File: config.mk
export PLATFORM = sky130hd
export DESIGN_NAME = cdt_top
export DESIGN_NICKNAME = d
export VERILOG_FILES = /design/src/rtl/cdt_pkg.sv /design/src/rtl/cdt_regs.sv /design/src/rtl/cdt_prescaler.sv /design/src/rtl/cdt_counter.sv /design/src/rtl/cdt_top.sv
export SDC_FILE = /design/constraint.sdc
export NUM_CORES = 1
export LEC_CHECK = 0
export ABC_CLOCK_PERIOD_IN_PS = 3800
export BUFFER_PORTS_ARGS = -buffer_cell sky130_fd_sc_hd__buf_2
export CORE_MARGIN = 2
export CORE_UTILIZATION = 59
export DETAILED_ROUTE_END_ITERATION = 7
export HOLD_SLACK_MARGIN = 0.03
export MAX_ROUTING_LAYER = met4
export PLACE_DENSITY = 0.8
export SLEW_MARGIN = 5
export SYNTH_ARGS = -nofsm -noshare
export SYNTH_HDL_FRONTEND = slang
export SYNTH_HIERARCHICAL = 1
export SYNTH_SLANG_ARGS = --single-unit
File: constraint.sdc
create_clock -name clk -period 3.8 [get_ports clk]
set_input_delay 0.38 -clock clk [delete_from_list [all_inputs] [get_ports clk]]
set_output_delay 0.38 -clock clk [all_outputs]
set_load 0.05 [all_outputs]
File: src/rtl/cdt_pkg.sv
package cdt_pkg;
  localparam int IDX_W = 8;
  localparam int DATA_W = 32;
  localparam int SHIFT_W = 3;

  localparam logic [IDX_W-1:0] IDX_CTRL  = 8'h32;
  localparam logic [IDX_W-1:0] IDX_START = 8'h38;
  localparam logic [IDX_W-1:0] IDX_LIVE  = 8'h39;
  localparam logic [IDX_W-1:0] IDX_DIV   = 8'h3E;

  localparam logic [DATA_W-1:0] DIV_KEEP   = 32'h0000_000B;
  localparam logic [DATA_W-1:0] CTRL_RESET = 32'h0001_0000;
  localparam int BIT_MASK   = 16;
  localparam int BIT_REPEAT = 17;

  // Pack {b3,b1,b0}, add one, wrap to 3 bits.
  function automatic logic [SHIFT_W-1:0] shift_of(input logic [DATA_W-1:0] div);
    logic [SHIFT_W-1:0] code;
    code = {div[3], div[1:0]};
    return code + 3'd1;
  endfunction
endpackage

File: src/rtl/cdt_regs.sv
module cdt_regs
  import cdt_pkg::*;
#(
  parameter int CNT_W = 32
) (
  input  logic              clk,
  input  logic              rst,
  input  logic              wr_en,
  input  logic [IDX_W-1:0]  wr_idx,
  input  logic [DATA_W-1:0] wr_data,
  input  logic              rd_en,
  input  logic [IDX_W-1:0]  rd_idx,
  input  logic [CNT_W-1:0]  live_cnt,
  output logic [DATA_W-1:0] ctrl_q,
  output logic [CNT_W-1:0]  start_q,
  output logic [DATA_W-1:0] div_q,
  output logic              load,
  output logic [CNT_W-1:0]  load_val,
  output logic [DATA_W-1:0] rd_data,
  output logic              rd_valid
);
  logic [DATA_W-1:0] rd_mux;

  assign load     = wr_en && (wr_idx == IDX_START);
  assign load_val = wr_data[CNT_W-1:0];

  always_ff @(posedge clk) begin
    if (rst) begin
      ctrl_q  <= CTRL_RESET;
      start_q <= '0;
      div_q   <= '0;
    end else if (wr_en) begin
      case (wr_idx)
        IDX_CTRL:  ctrl_q  <= wr_data;
        IDX_START: start_q <= wr_data[CNT_W-1:0];
        IDX_DIV:   div_q   <= wr_data & DIV_KEEP;
        default: ;
      endcase
    end
  end

  always_comb begin
    case (rd_idx)
      IDX_CTRL:  rd_mux = ctrl_q;
      IDX_START: rd_mux = DATA_W'(start_q);
      IDX_LIVE:  rd_mux = DATA_W'(live_cnt);
      IDX_DIV:   rd_mux = div_q;
      default:   rd_mux = '0;
    endcase
  end

  always_ff @(posedge clk) begin
    if (rst) begin
      rd_data  <= '0;
      rd_valid <= 1'b0;
    end else begin
      rd_valid <= rd_en;
      rd_data  <= rd_en ? rd_mux : '0;
    end
  end

  AST_DIV_KEPT: assert property (@(posedge clk) disable iff (rst)
    (wr_en && wr_idx == IDX_DIV) |=> (div_q == ($past(wr_data) & DIV_KEEP)));
endmodule

File: src/rtl/cdt_prescaler.sv
module cdt_prescaler
  import cdt_pkg::*;
#(
  parameter int SHW = SHIFT_W
) (
  input  logic           clk,
  input  logic           rst,
  input  logic           load,
  input  logic [SHW-1:0] shift,
  output logic           tick
);
  localparam int PRE_W = (1 << SHW) - 1;

  logic [PRE_W-1:0] pre_q;
  logic [PRE_W-1:0] phase_mask;

  assign phase_mask = PRE_W'((1 << shift) - 1);
  assign tick = !load && ((pre_q & phase_mask) == phase_mask);

  always_ff @(posedge clk) begin
    if (rst || load) pre_q <= '0;
    else             pre_q <= pre_q + 1'b1;
  end

  AST_PHASE_CLEAR: assert property (@(posedge clk) disable iff (rst)
    load |=> (pre_q == '0));
endmodule

File: src/rtl/cdt_counter.sv
module cdt_counter #(
  parameter int CNT_W = 32
) (
  input  logic             clk,
  input  logic             rst,
  input  logic             load,
  input  logic [CNT_W-1:0] load_val,
  input  logic [CNT_W-1:0] start_q,
  input  logic             tick,
  input  logic             repeat_mode,
  output logic [CNT_W-1:0] cnt_q,
  output logic             fire
);
  logic armed_q;
  logic fire_d;
  logic [CNT_W-1:0] cnt_d;
  logic armed_d;

  always_comb begin
    cnt_d   = cnt_q;
    armed_d = armed_q;
    fire_d  = 1'b0;
    if (load) begin
      cnt_d   = load_val;
      armed_d = 1'b1;
    end else if (tick) begin
      if (cnt_q != '0) begin
        cnt_d = cnt_q - 1'b1;
      end else if (repeat_mode) begin
        if (start_q != '0) begin
          cnt_d  = start_q;
          fire_d = 1'b1;
        end
      end else if (armed_q) begin
        armed_d = 1'b0;
        fire_d  = 1'b1;
      end
    end
  end

  always_ff @(posedge clk) begin
    if (rst) begin
      cnt_q   <= '0;
      armed_q <= 1'b0;
      fire    <= 1'b0;
    end else begin
      cnt_q   <= cnt_d;
      armed_q <= armed_d;
      fire    <= fire_d;
    end
  end

  AST_LOAD_EXACT: assert property (@(posedge clk) disable iff (rst)
    load |=> (cnt_q == $past(load_val)));
  AST_CNT_BOUNDED: assert property (@(posedge clk) disable iff (rst)
    !load |=> (cnt_q <= start_q));
  AST_ONESHOT_REST: assert property (@(posedge clk) disable iff (rst)
    (!repeat_mode && !load && cnt_q == '0) |=> (cnt_q == '0));
endmodule

File: src/rtl/cdt_top.sv
module cdt_top
  import cdt_pkg::*;
#(
  parameter int CNT_W = 32,
  parameter int VEC_W = 8
) (
  input  logic        clk,
  input  logic        rst,
  input  logic        wr_en,
  input  logic [7:0]  wr_idx,
  input  logic [31:0] wr_data,
  input  logic        rd_en,
  input  logic [7:0]  rd_idx,
  output logic [31:0] rd_data,
  output logic        rd_valid,
  output logic        exp_valid,
  output logic [7:0]  exp_vector,
  output logic        exp_edge
);
  logic [DATA_W-1:0]  ctrl_q;
  logic [CNT_W-1:0]   start_q;
  logic [DATA_W-1:0]  div_q;
  logic               load;
  logic [CNT_W-1:0]   load_val;
  logic               tick;
  logic [CNT_W-1:0]   cnt_q;
  logic               fire;
  logic               mask_q;
  logic [VEC_W-1:0]   vec_q;

  cdt_regs #(.CNT_W(CNT_W)) u_regs (
    .clk(clk), .rst(rst),
    .wr_en(wr_en), .wr_idx(wr_idx), .wr_data(wr_data),
    .rd_en(rd_en), .rd_idx(rd_idx), .live_cnt(cnt_q),
    .ctrl_q(ctrl_q), .start_q(start_q), .div_q(div_q),
    .load(load), .load_val(load_val),
    .rd_data(rd_data), .rd_valid(rd_valid)
  );

  cdt_prescaler #(.SHW(SHIFT_W)) u_pre (
    .clk(clk), .rst(rst), .load(load),
    .shift(shift_of(div_q)), .tick(tick)
  );

  cdt_counter #(.CNT_W(CNT_W)) u_cnt (
    .clk(clk), .rst(rst), .load(load), .load_val(load_val),
    .start_q(start_q), .tick(tick),
    .repeat_mode(ctrl_q[BIT_REPEAT]),
    .cnt_q(cnt_q), .fire(fire)
  );

  // The counter's fire is registered, so mask and vector are sampled in the
  // same cycle to align with it.
  always_ff @(posedge clk) begin
    if (rst) begin
      mask_q <= 1'b1;
      vec_q  <= '0;
    end else begin
      mask_q <= ctrl_q[BIT_MASK];
      vec_q  <= ctrl_q[VEC_W-1:0];
    end
  end

  assign exp_valid  = fire && !mask_q;
  assign exp_vector = exp_valid ? vec_q : '0;
  assign exp_edge   = exp_valid;

  AST_PULSE_SINGLE: assert property (@(posedge clk) disable iff (rst)
    exp_valid |=> !exp_valid);
  AST_MASK_QUIET: assert property (@(posedge clk) disable iff (rst)
    exp_valid |-> !$past(ctrl_q[BIT_MASK]));
  AST_ZERO_PERIOD: assert property (@(posedge clk) disable iff (rst)
    (exp_valid && $past(ctrl_q[BIT_REPEAT])) |-> ($past(start_q) != '0));
endmodule

== After elaboration in Yosys (flattened, before gate mapping) ==
Index checks and enable logic that the tools add are counted.

* Flip-flop bits (word level): 150
* Bits of input ports: 52
* Output and inout bits: 43

* Add/subtract/negate cells: 4
* Equality and inequality tests: 10
* Shift operators: 1
* Mux-type cells: 14
* Bitwise logic cells: 3
* Reduce and logical (&&, ||, !) cells: 18

{| class="wikitable"
|+ Operators with widths
! cell !! number
|-
| 32-bit 2-to-1 mux || 5
|-
| 32-bit one-hot mux with 4 select lines || 1
|-
| 32-bit nonzero test || 2
|-
| 8-bit by 6-bit equality test with 1-bit output, second input constant || 7
|-
| 32-bit by 1-bit subtractor with 32-bit output, second input constant || 1
|-
| 8-bit 2-to-1 mux || 1
|-
| 7-bit by 1-bit adder with 7-bit output, second input constant || 1
|-
| 7-bit bitwise AND || 1
|-
| 7-bit equality test || 1
|-
| 1-bit 2-to-1 mux || 7
|-
| 1-bit by 3-bit left shift with 7-bit output, first input constant || 1
|-
| 7-bit by 2-bit subtractor with 7-bit output, second input constant || 1
|-
| 2-bit AND reduction || 3
|-
| 3-bit AND reduction || 2
|-
| 3-bit nonzero test || 2
|-
| 4-bit OR reduction || 1
|-
| 3-bit by 1-bit adder with 3-bit output, second input constant || 1
|-
| 1-bit logical AND || 3
|-
| 1-bit zero test || 2
|-
| 2-bit by 1-bit inequality test with 1-bit output, second input constant || 1
|-
| 2-bit inequality test, second input constant || 1
|-
| 1-bit NOT || 2
|-
| 2-bit nonzero test || 1
|-
| 2-bit OR reduction || 1
|-
| 1-bit logical OR || 1
|}

== Longest topological paths before layout ==
Gate-level depths: netlist (run 1).

* Word-level depth: 8
* Mapped depth: 13
* Mapped depth without buffers: 10

== Modules after synthesis ==
The synthesis (run 1) kept the hierarchy.

{| class="wikitable"
|+ Modules (own cells, without submodules)
! module !! times used !! cells each !! area an instance (µm²) !! sequential area each (µm²)
|-
| cdt_regs || 1 || 588 || 5,108.6 || 2,001.9
|-
| cdt_counter || 1 || 355 || 2,612.5 || 680.7
|-
| cdt_top || 1 || 31 || 345.3 || 180.2
|-
| cdt_prescaler || 1 || 39 || 320.3 || 140.1
|}

== Least setup slack after synthesis (run 1) ==
No wires, ideal clock.

* Kind: reg2reg
* Start: register u_cnt.cnt_q[7]
* End: register u_cnt.cnt_q[17]
* Library setup time: 0.142 ns
* Arrival: 2.502 ns
* Data required time: 3.658 ns
* Setup slack: 1.156 ns
* Stages on the path, launching flop included: 9
* Period minus slack after synthesis: 2.644 ns
* Cell sequence: dfxtp_1 -> or4_4 -> or3_1 -> buf_6 -> or4_4 -> buf_6 -> a32o_1 -> mux2i_1 -> o22ai_1

* Word-level cells in the longest chain between the ends: 4
* Elaborated cells on any way between the ends: 8
* Classes of those cells: add/sub (1); mux (3); reduce/logical (4)

{| class="wikitable"
|+ RTL lines
! element !! RTL line !! RTL
|-
| start, declared || cdt_counter.sv:11 || <nowiki>output logic [CNT_W-1:0] cnt_q,</nowiki>
|-
| start signal, assigned || cdt_counter.sv:47 || <nowiki>cnt_q <= cnt_d;</nowiki>
|-
| 32-bit by 1-bit subtractor with 32-bit output / 32-bit nonzero test (equally long branches) || cdt_counter.sv:28, cdt_counter.sv:27 ||
|-
| 32-bit 2-to-1 mux || cdt_counter.sv:27 || <nowiki>if (cnt_q != '0) begin</nowiki>
|-
| 32-bit 2-to-1 mux || cdt_counter.sv:26 || <nowiki>end else if (tick) begin</nowiki>
|-
| 32-bit 2-to-1 mux || cdt_counter.sv:23 || <nowiki>if (load) begin</nowiki>
|}

Several ways; a longest one is shown, not always the timed one. The select of a mux whose other input is x is not followed.
A chain may end at the register's enable or synchronous reset.

== Worst setup path after layout (run 1) ==
* Start: register u_cnt.cnt_q[0]
* End: register u_cnt.cnt_q[3]

The elaborated chain is that of the path after synthesis.

==> results of run 1 <==
## worst min-delay path by stage
stage / from / endpoint
2_1_floorplan: u_regs/ctrl_q[16]$_SDFFE_PP1P_ / mask_q$_SDFF_PP1_
3_3_place_gp: u_regs/ctrl_q[13]$_SDFFE_PP0P_ / u_regs/ctrl_q[13]$_SDFFE_PP0P_
3_5_place_dp: u_regs/ctrl_q[28]$_SDFFE_PP0P_ / u_regs/ctrl_q[28]$_SDFFE_PP0P_
4_1_cts: rd_en / u_regs/rd_valid$_SDFF_PP0_
5_1_grt: rd_en / u_regs/rd_valid$_SDFF_PP0_
6_report: rd_en / u_regs/rd_valid$_SDFF_PP0_
## power groups by stage
| stage | logic, mW | registers [mW] | clock network, mW |
|---|---|---|---|
| 6_report | 1.68 | 1.80 | 1.69 |
| 5_1_grt | 1.81 | 1.81 | 1.78 |
| 4_1_cts | 1.62 | 1.79 | 1.70 |
| 3_5_place_dp | 1.61 | 1.83 | 0 |
| 3_3_place_gp | 1.60 | 1.82 | 0 |
| 2_1_floorplan | 1.26 | 1.79 | 0 |
## worst reg2reg max path, stage by stage, from the launching register on
cell and delay [ns]:
dfxtp_1 0.35, inv_1 0.10, ha_1 0.14, nor4b_1 0.52, and4_1 0.31, nand3_1 0.10, o21ai_0 0.88, a21oi_1 0.34
a32o_1 0.29
## per-stage QoR
stage	std cells	instance area (sq um)	total power, mW	setup slack [ns]
2_1_floorplan	983	8165	3.049	1.156
3_3_place_gp	1150	8373	3.427	0.8597
3_5_place_dp	1150	8373	3.437	0.7723
4_1_cts	1181	8955	5.120	0.7942
5_1_grt	1182	8957	5.398	0.4927
6_report	1182	8957	5.176	0.6684
## state kept, by name, indices dropped and copies added (netlist names), 3 cells and up
name / flops
u_regs/rd_data: 32
u_cnt/cnt_q: 32
u_regs/start_q: 32
vec_q: 8
u_regs/ctrl_q: 32
u_pre/pre_q: 7
u_regs/div_q: 3
## layout make-up
cell class / count / area [sq um]
multi-input combinational: 689 / 4395
clock inverter: 9 / 127.6
timing repair buffer: 122 / 705.7
clock buffer: 22 / 454.2
sequential: 150 / 3003
fill: 1108 / 4443
inverter: 13 / 48.80
tap: 176 / 220.2
antenna: 1 / 2.502
## per-layer routing
layer  GRT usage  vias to the layer above
met1      0.4816                     3919
met5           -                        -
met3      0.1208                      140
met4      0.1897                        0
met2      0.5516                      731
li1            -                     3705
==> flow_summary_export.csv, run 1 <==
group,metric,value,unit
detailed_routing,drt-wirelength-per-cell,23.23,um
min_path,min_path_cells,2,
detailed_routing,dr.pass1.iters,5,
grt,overflow,0,
floorplanning,rows,42,
grt,antenna_found_initial,1,
detailed_routing,final_antenna_net_count,0,
sta,skew,0.006946,ns
clock_tree,cts_tree,"done",
finish,final_cell_mix,"dfxtp_1 (150), nand2_1 (101), nand4_1 (98)",
detailed_routing,drc,0,
sta,worst_pin_slew,1.145,ns
logic_synthesis,syn_area,0.008165,sq mm
floorplanning,dieArea,0.01480,sq mm
power_and_ir_drop,clkPwrFrac,0.327,
worst_setup_path,worstPathMaxFanout,9,
worst_setup_path,path_class,"reg -> reg",
sta,slew_viol_final,0,
placement,hpwlAfterDp,17510,um
worst_setup_path,cp_cell_sequence,"inv_1 > ha_1 > nor4b_1 > and4_1 > nand3_1 > o21ai_0 > a21oi_1 > a32o_1",
floorplanning,die_x,121.6,um
sta,finalCritPeriodShare,0.8241,
worst_setup_path,cp-end-kind,"flip-flop",
worst_setup_path,critPathLaunch,"u_cnt/cnt_q[0]$_SDFFE_PP0P_",
grt,track_usage,0.3817,
clock_tree,post_cts_buffers,0,
detailed_routing,wl_met2,11850,um
detailed_routing,routed.top_layer,"met4",
logic_synthesis,yosys_warnings,6,
logic_synthesis,syn-num-nets,1039,
floorplanning,fp.dieH,121.6,um
worst_setup_path,cp_num_buf_inv,1,
worst_setup_path,path_delay_family,"compound AO/OA/AOI/OAI gates",
worst_setup_path,cp.required,4.12,ns
worst_setup_path,critPathArrivalTime,3.45,ns
sta,finalSetupViolations,0,
sta,tns,0,ns
detailed_routing,dr.first_iter.drc_count,1418,
power_and_ir_drop,power_leakage,3.303,nW
logic_synthesis,syn_avg_cell_area,8.307,sq um
clock_tree,clk_pin_slew,0.06,ns
sta,whs,0.2226,ns
grt,grt_pass1_wl,42970,um
detailed_routing,wl_met3,3596,um
power_and_ir_drop,powerDensity,577.8,mW/mm^2
detailed_routing,routed_wirelength,27450,um
finish,fin_util,0.6684,
worst_setup_path,rr_worst_depth,8,
finish,drive_gt1_frac,0.1711,
finish,nets,1049,
power_and_ir_drop,intPower,3.315,mW
placement,portBuffers,94,
worst_setup_path,r2r-end,"u_cnt/cnt_q[3]$_SDFFE_PP0P_",
clock_tree,clockRootBuffer,"clkbuf_16",
clock_tree,cts_hold_buf,0,
worst_setup_path,cp-endpoint,"u_cnt/cnt_q[3]$_SDFFE_PP0P_",
logic_synthesis,syn_inst,983,
min_path,worst_hold_path_type,"in -> reg",
power_and_ir_drop,switchingPower,1.861,mW
clock_tree,clk_latency,0.42,ns
grt,grt_pass1_vias,7880,
grt,grt_max_degree,69,
detailed_routing,avgViaCountPerCell,7.187,
power_and_ir_drop,comb_power_share,0.325,
power_and_ir_drop,sw_frac_of_total,0.3596,
power_and_ir_drop,p_seq_frac,0.348,
worst_setup_path,max_stage_delay,0.88,ns
power_and_ir_drop,peakVddDrop,0.4488,mV
sta,period_needed,3.132,ns
floorplanning,boundaryPins,95,
clock_tree,cts_resized,0,
finish,syn2layout_area_growth,9.700,%
detailed_routing,vias,8495,
detailed_routing,met1_length,10670,um
finish,layout_commonest_cell,"dfxtp_1",
floorplanning,initial_core_util,0.6093,
sta,fmax,0.3193,GHz
worst_setup_path,path_depth,8,
clock_tree,cts_buffers,17,
outcome,status,"finished, final reports clean",
clock_tree,clkSinkCount,150,
floorplanning,core-area,0.01340,sq mm
worst_setup_path,r2r-start,"u_cnt/cnt_q[0]$_SDFFE_PP0P_",
worst_setup_path,cp-start-kind,"flip-flop",
sta,relSlewSlack,0.2354,
worst_setup_path,r2r_slack,0.67,ns
sta,rsz0062_at_grt,"false",
clock_tree,clock_path_buffers,2,
clock_tree,cts_max_level,4,
worst_setup_path,worst_path_max_delay_cell,"o21ai_0",
run,max_cap_viol_count,0,
placement,place.gp.congestion,1.001,
sta,hold_viol_final,0,
(Power assumes the default switching activity.)
==> run 2: changes to the inputs <==
- ABC_CLOCK_PERIOD_IN_PS: 3800 -> 2700
- CORE_UTILIZATION: 59 -> 53
- PLACE_DENSITY: 0.8 -> 0.76
- clock period: 3.8 -> 2.7 ns (I/O delays scaled with it)
==> flow_summary_export.csv, run 2 (synthesis results as in run 1) <==
group,metric,value,unit
clock_tree,cts_tree,"done",
clock_tree,clock_path_buffers,2,
clock_tree,clkSinkCount,150,
power_and_ir_drop,peakVddDrop,0.6651,mV
placement,place.gp.congestion,1.009,
detailed_routing,drc,0,
outcome,status,"finished, final reports clean",
worst_setup_path,cp.required,3.04,ns
sta,finalCritPeriodShare,0.9549,
placement,portBuffers,94,
sta,finalSetupViolations,0,
floorplanning,dieArea,0.01641,sq mm
placement,placed_area,0.008671,sq mm
clock_tree,clk_pin_slew,0.06,ns
placement,hpwlAfterDp,17930,um
grt,antenna_found_initial,0,
min_path,worst_hold_path_type,"in -> reg",
worst_setup_path,crit_top_cell,"or4_4",
sta,layout_setup_ws,0.1217,ns
detailed_routing,avgViaCountPerCell,6.796,
finish,final_area,0.009286,sq mm
finish,diodes,0,
detailed_routing,routed_wirelength,26630,um
worst_setup_path,cp_num_buf_inv,1,
sta,skew,0.009835,ns
finish,final_cell_mix,"dfxtp_1 (150), nand2_1 (101), nand4_1 (98)",
floorplanning,boundaryPins,95,
detailed_routing,final_antenna_net_count,0,
finish,nets,1082,
sta,relSlewSlack,0.2551,
clock_tree,cts_max_level,4,
worst_setup_path,critPathArrivalTime,2.92,ns
power_and_ir_drop,powerDensity,823.6,mW/mm^2
worst_setup_path,path_delay_family,"simple AND/OR/NAND/NOR gates",
worst_setup_path,cp-start-kind,"flip-flop",
finish,nFillCells,1274,
run,max_cap_viol_count,0,
finish,layout_commonest_cell,"dfxtp_1",
sta,tns,0,ns
clock_tree,cts_buffers,17,
worst_setup_path,worstPathMaxFanout,7,
clock_tree,clk_latency,0.44,ns
grt,grt_max_degree,69,
worst_setup_path,cp-end-kind,"flip-flop",
detailed_routing,vias,8339,
floorplanning,rows,45,
detailed_routing,dr.pass1.iters,6,
sta,slew_viol_final,0,
clock_tree,clockRootBuffer,"clkbuf_16",
floorplanning,initial_core_util,0.5391,
worst_setup_path,path_class,"reg -> reg",
sta,fmax,0.3879,GHz
grt,grt_pass1_wl,41790,um
finish,drive_gt1_frac,0.2060,
floorplanning,core-area,0.01515,sq mm
worst_setup_path,cp_cell_sequence,"or4_4 > or3_4 > or4_4 > buf_12 > nand2_1 > o211ai_1 > a311oi_1",
detailed_routing,drt-wirelength-per-cell,21.70,um
finish,fin_util,0.6131,
detailed_routing,dr.first_iter.drc_count,1100,
worst_setup_path,worst_path_max_delay_cell,"or4_4",
power_and_ir_drop,power_leakage,3.479,nW
sta,rsz0062_at_grt,"false",
floorplanning,fp.dieH,128.1,um
finish,syn2layout_area_growth,13.73,%
floorplanning,die_x,128.1,um
grt,grt_pass1_vias,7622,
placement,post-place-ws,0.09710,ns
grt,overflow,0,
grt,track_usage,0.3349,
sta,period_needed,2.578,ns
worst_setup_path,max_stage_delay,0.61,ns
sta,whs,0.1095,ns
sta,hold_viol_final,0,
sta,worst_pin_slew,1.116,ns
-- run 2: changes by cell type in the layout (fill, tap and decap cells not counted), sizes merged --
cell,before,now
clkinvlp,0,4
clkbuf,22,20
inv,12,13
bufinv,3,2
clkinv,7,6
buf,122,155
diode,1,0
-- run 2: area by class of cell --
| type | instances | area (sq um) | share of cell area |
|---|---|---|---|
| Clock buffer | 20 | 456.7 | 0.04918 |
| Clock inverter | 12 | 127.6 | 0.01374 |
| Inverter | 13 | 48.80 | 0.005255 |
| Multi-Input combinational cell | 689 | 4424 | 0.4764 |
| Sequential cell | 150 | 3003 | 0.3234 |
| Tap cell | 188 | 235.2 | 0.02533 |
| Timing Repair Buffer | 155 | 991.0 | 0.1067 |
-- run 2: repair_timing --
item | CTS | global route
gates resized for setup | 0 | 6
hold buffers | 0 | 0
buffers inserted | 0 | 0
endpoints found under the setup margin | 0 | 24
-- run 2: power by group --
part	total, mW	switching, mW	leakage, nW	internal (mW)
Clock	2.37	0.965	0.278	1.40
Combinational	2.78	1.63	1.99	1.15
Sequential	2.50	0.158	1.21	2.34
Total	7.65	2.75	3.48	4.90
-- run 2: stage by stage --
| step | std cells | total power [mW] |
|---|---|---|
| after floorplan | 983 | 4.291 |
| after global placement | 1195 | 5.127 |
| after detailed placement | 1195 | 5.151 |
| after CTS | 1227 | 7.507 |
| after global routing | 1227 | 7.945 |
| final | 1227 | 7.648 |
-- run 2: worst paths after layout --
kind / start / endpoint / slack [ns] / cells past startpoint
setup / recovery: u_cnt/cnt_q[7]$_SDFFE_PP0P_ / u_cnt/cnt_q[5]$_SDFFE_PP0P_ / 0.12 / 7
setup reg to reg: u_cnt/cnt_q[7]$_SDFFE_PP0P_ / u_cnt/cnt_q[5]$_SDFFE_PP0P_ / 0.12 / 7
hold reg to reg: u_regs/ctrl_q[25]$_SDFFE_PP0P_ / u_regs/ctrl_q[25]$_SDFFE_PP0P_ / 0.47 / 2
hold / removal: rd_en / u_regs/rd_valid$_SDFF_PP0_ / 0.11 / 2
-- run 2: layer usage --
layer  wire length, um  GRT usage  part of all wire  vias up
met1             10760     0.4332              0.40     3899
met2             12210     0.5143              0.46      578
li1                  -          -                 -     3765
met3              2782    0.06636              0.10       97
met4               869     0.1383             0.033        0
met5                 0          -                 0        -
-- run 2: worst reg2reg max path, stage by stage (launching register included) --
cell	delay, ns
dfxtp_1	0.33
or4_4	0.56
or3_4	0.43
or4_4	0.61
buf_12	0.16
nand2_1	0.05
o211ai_1	0.08
a311oi_1	0.27
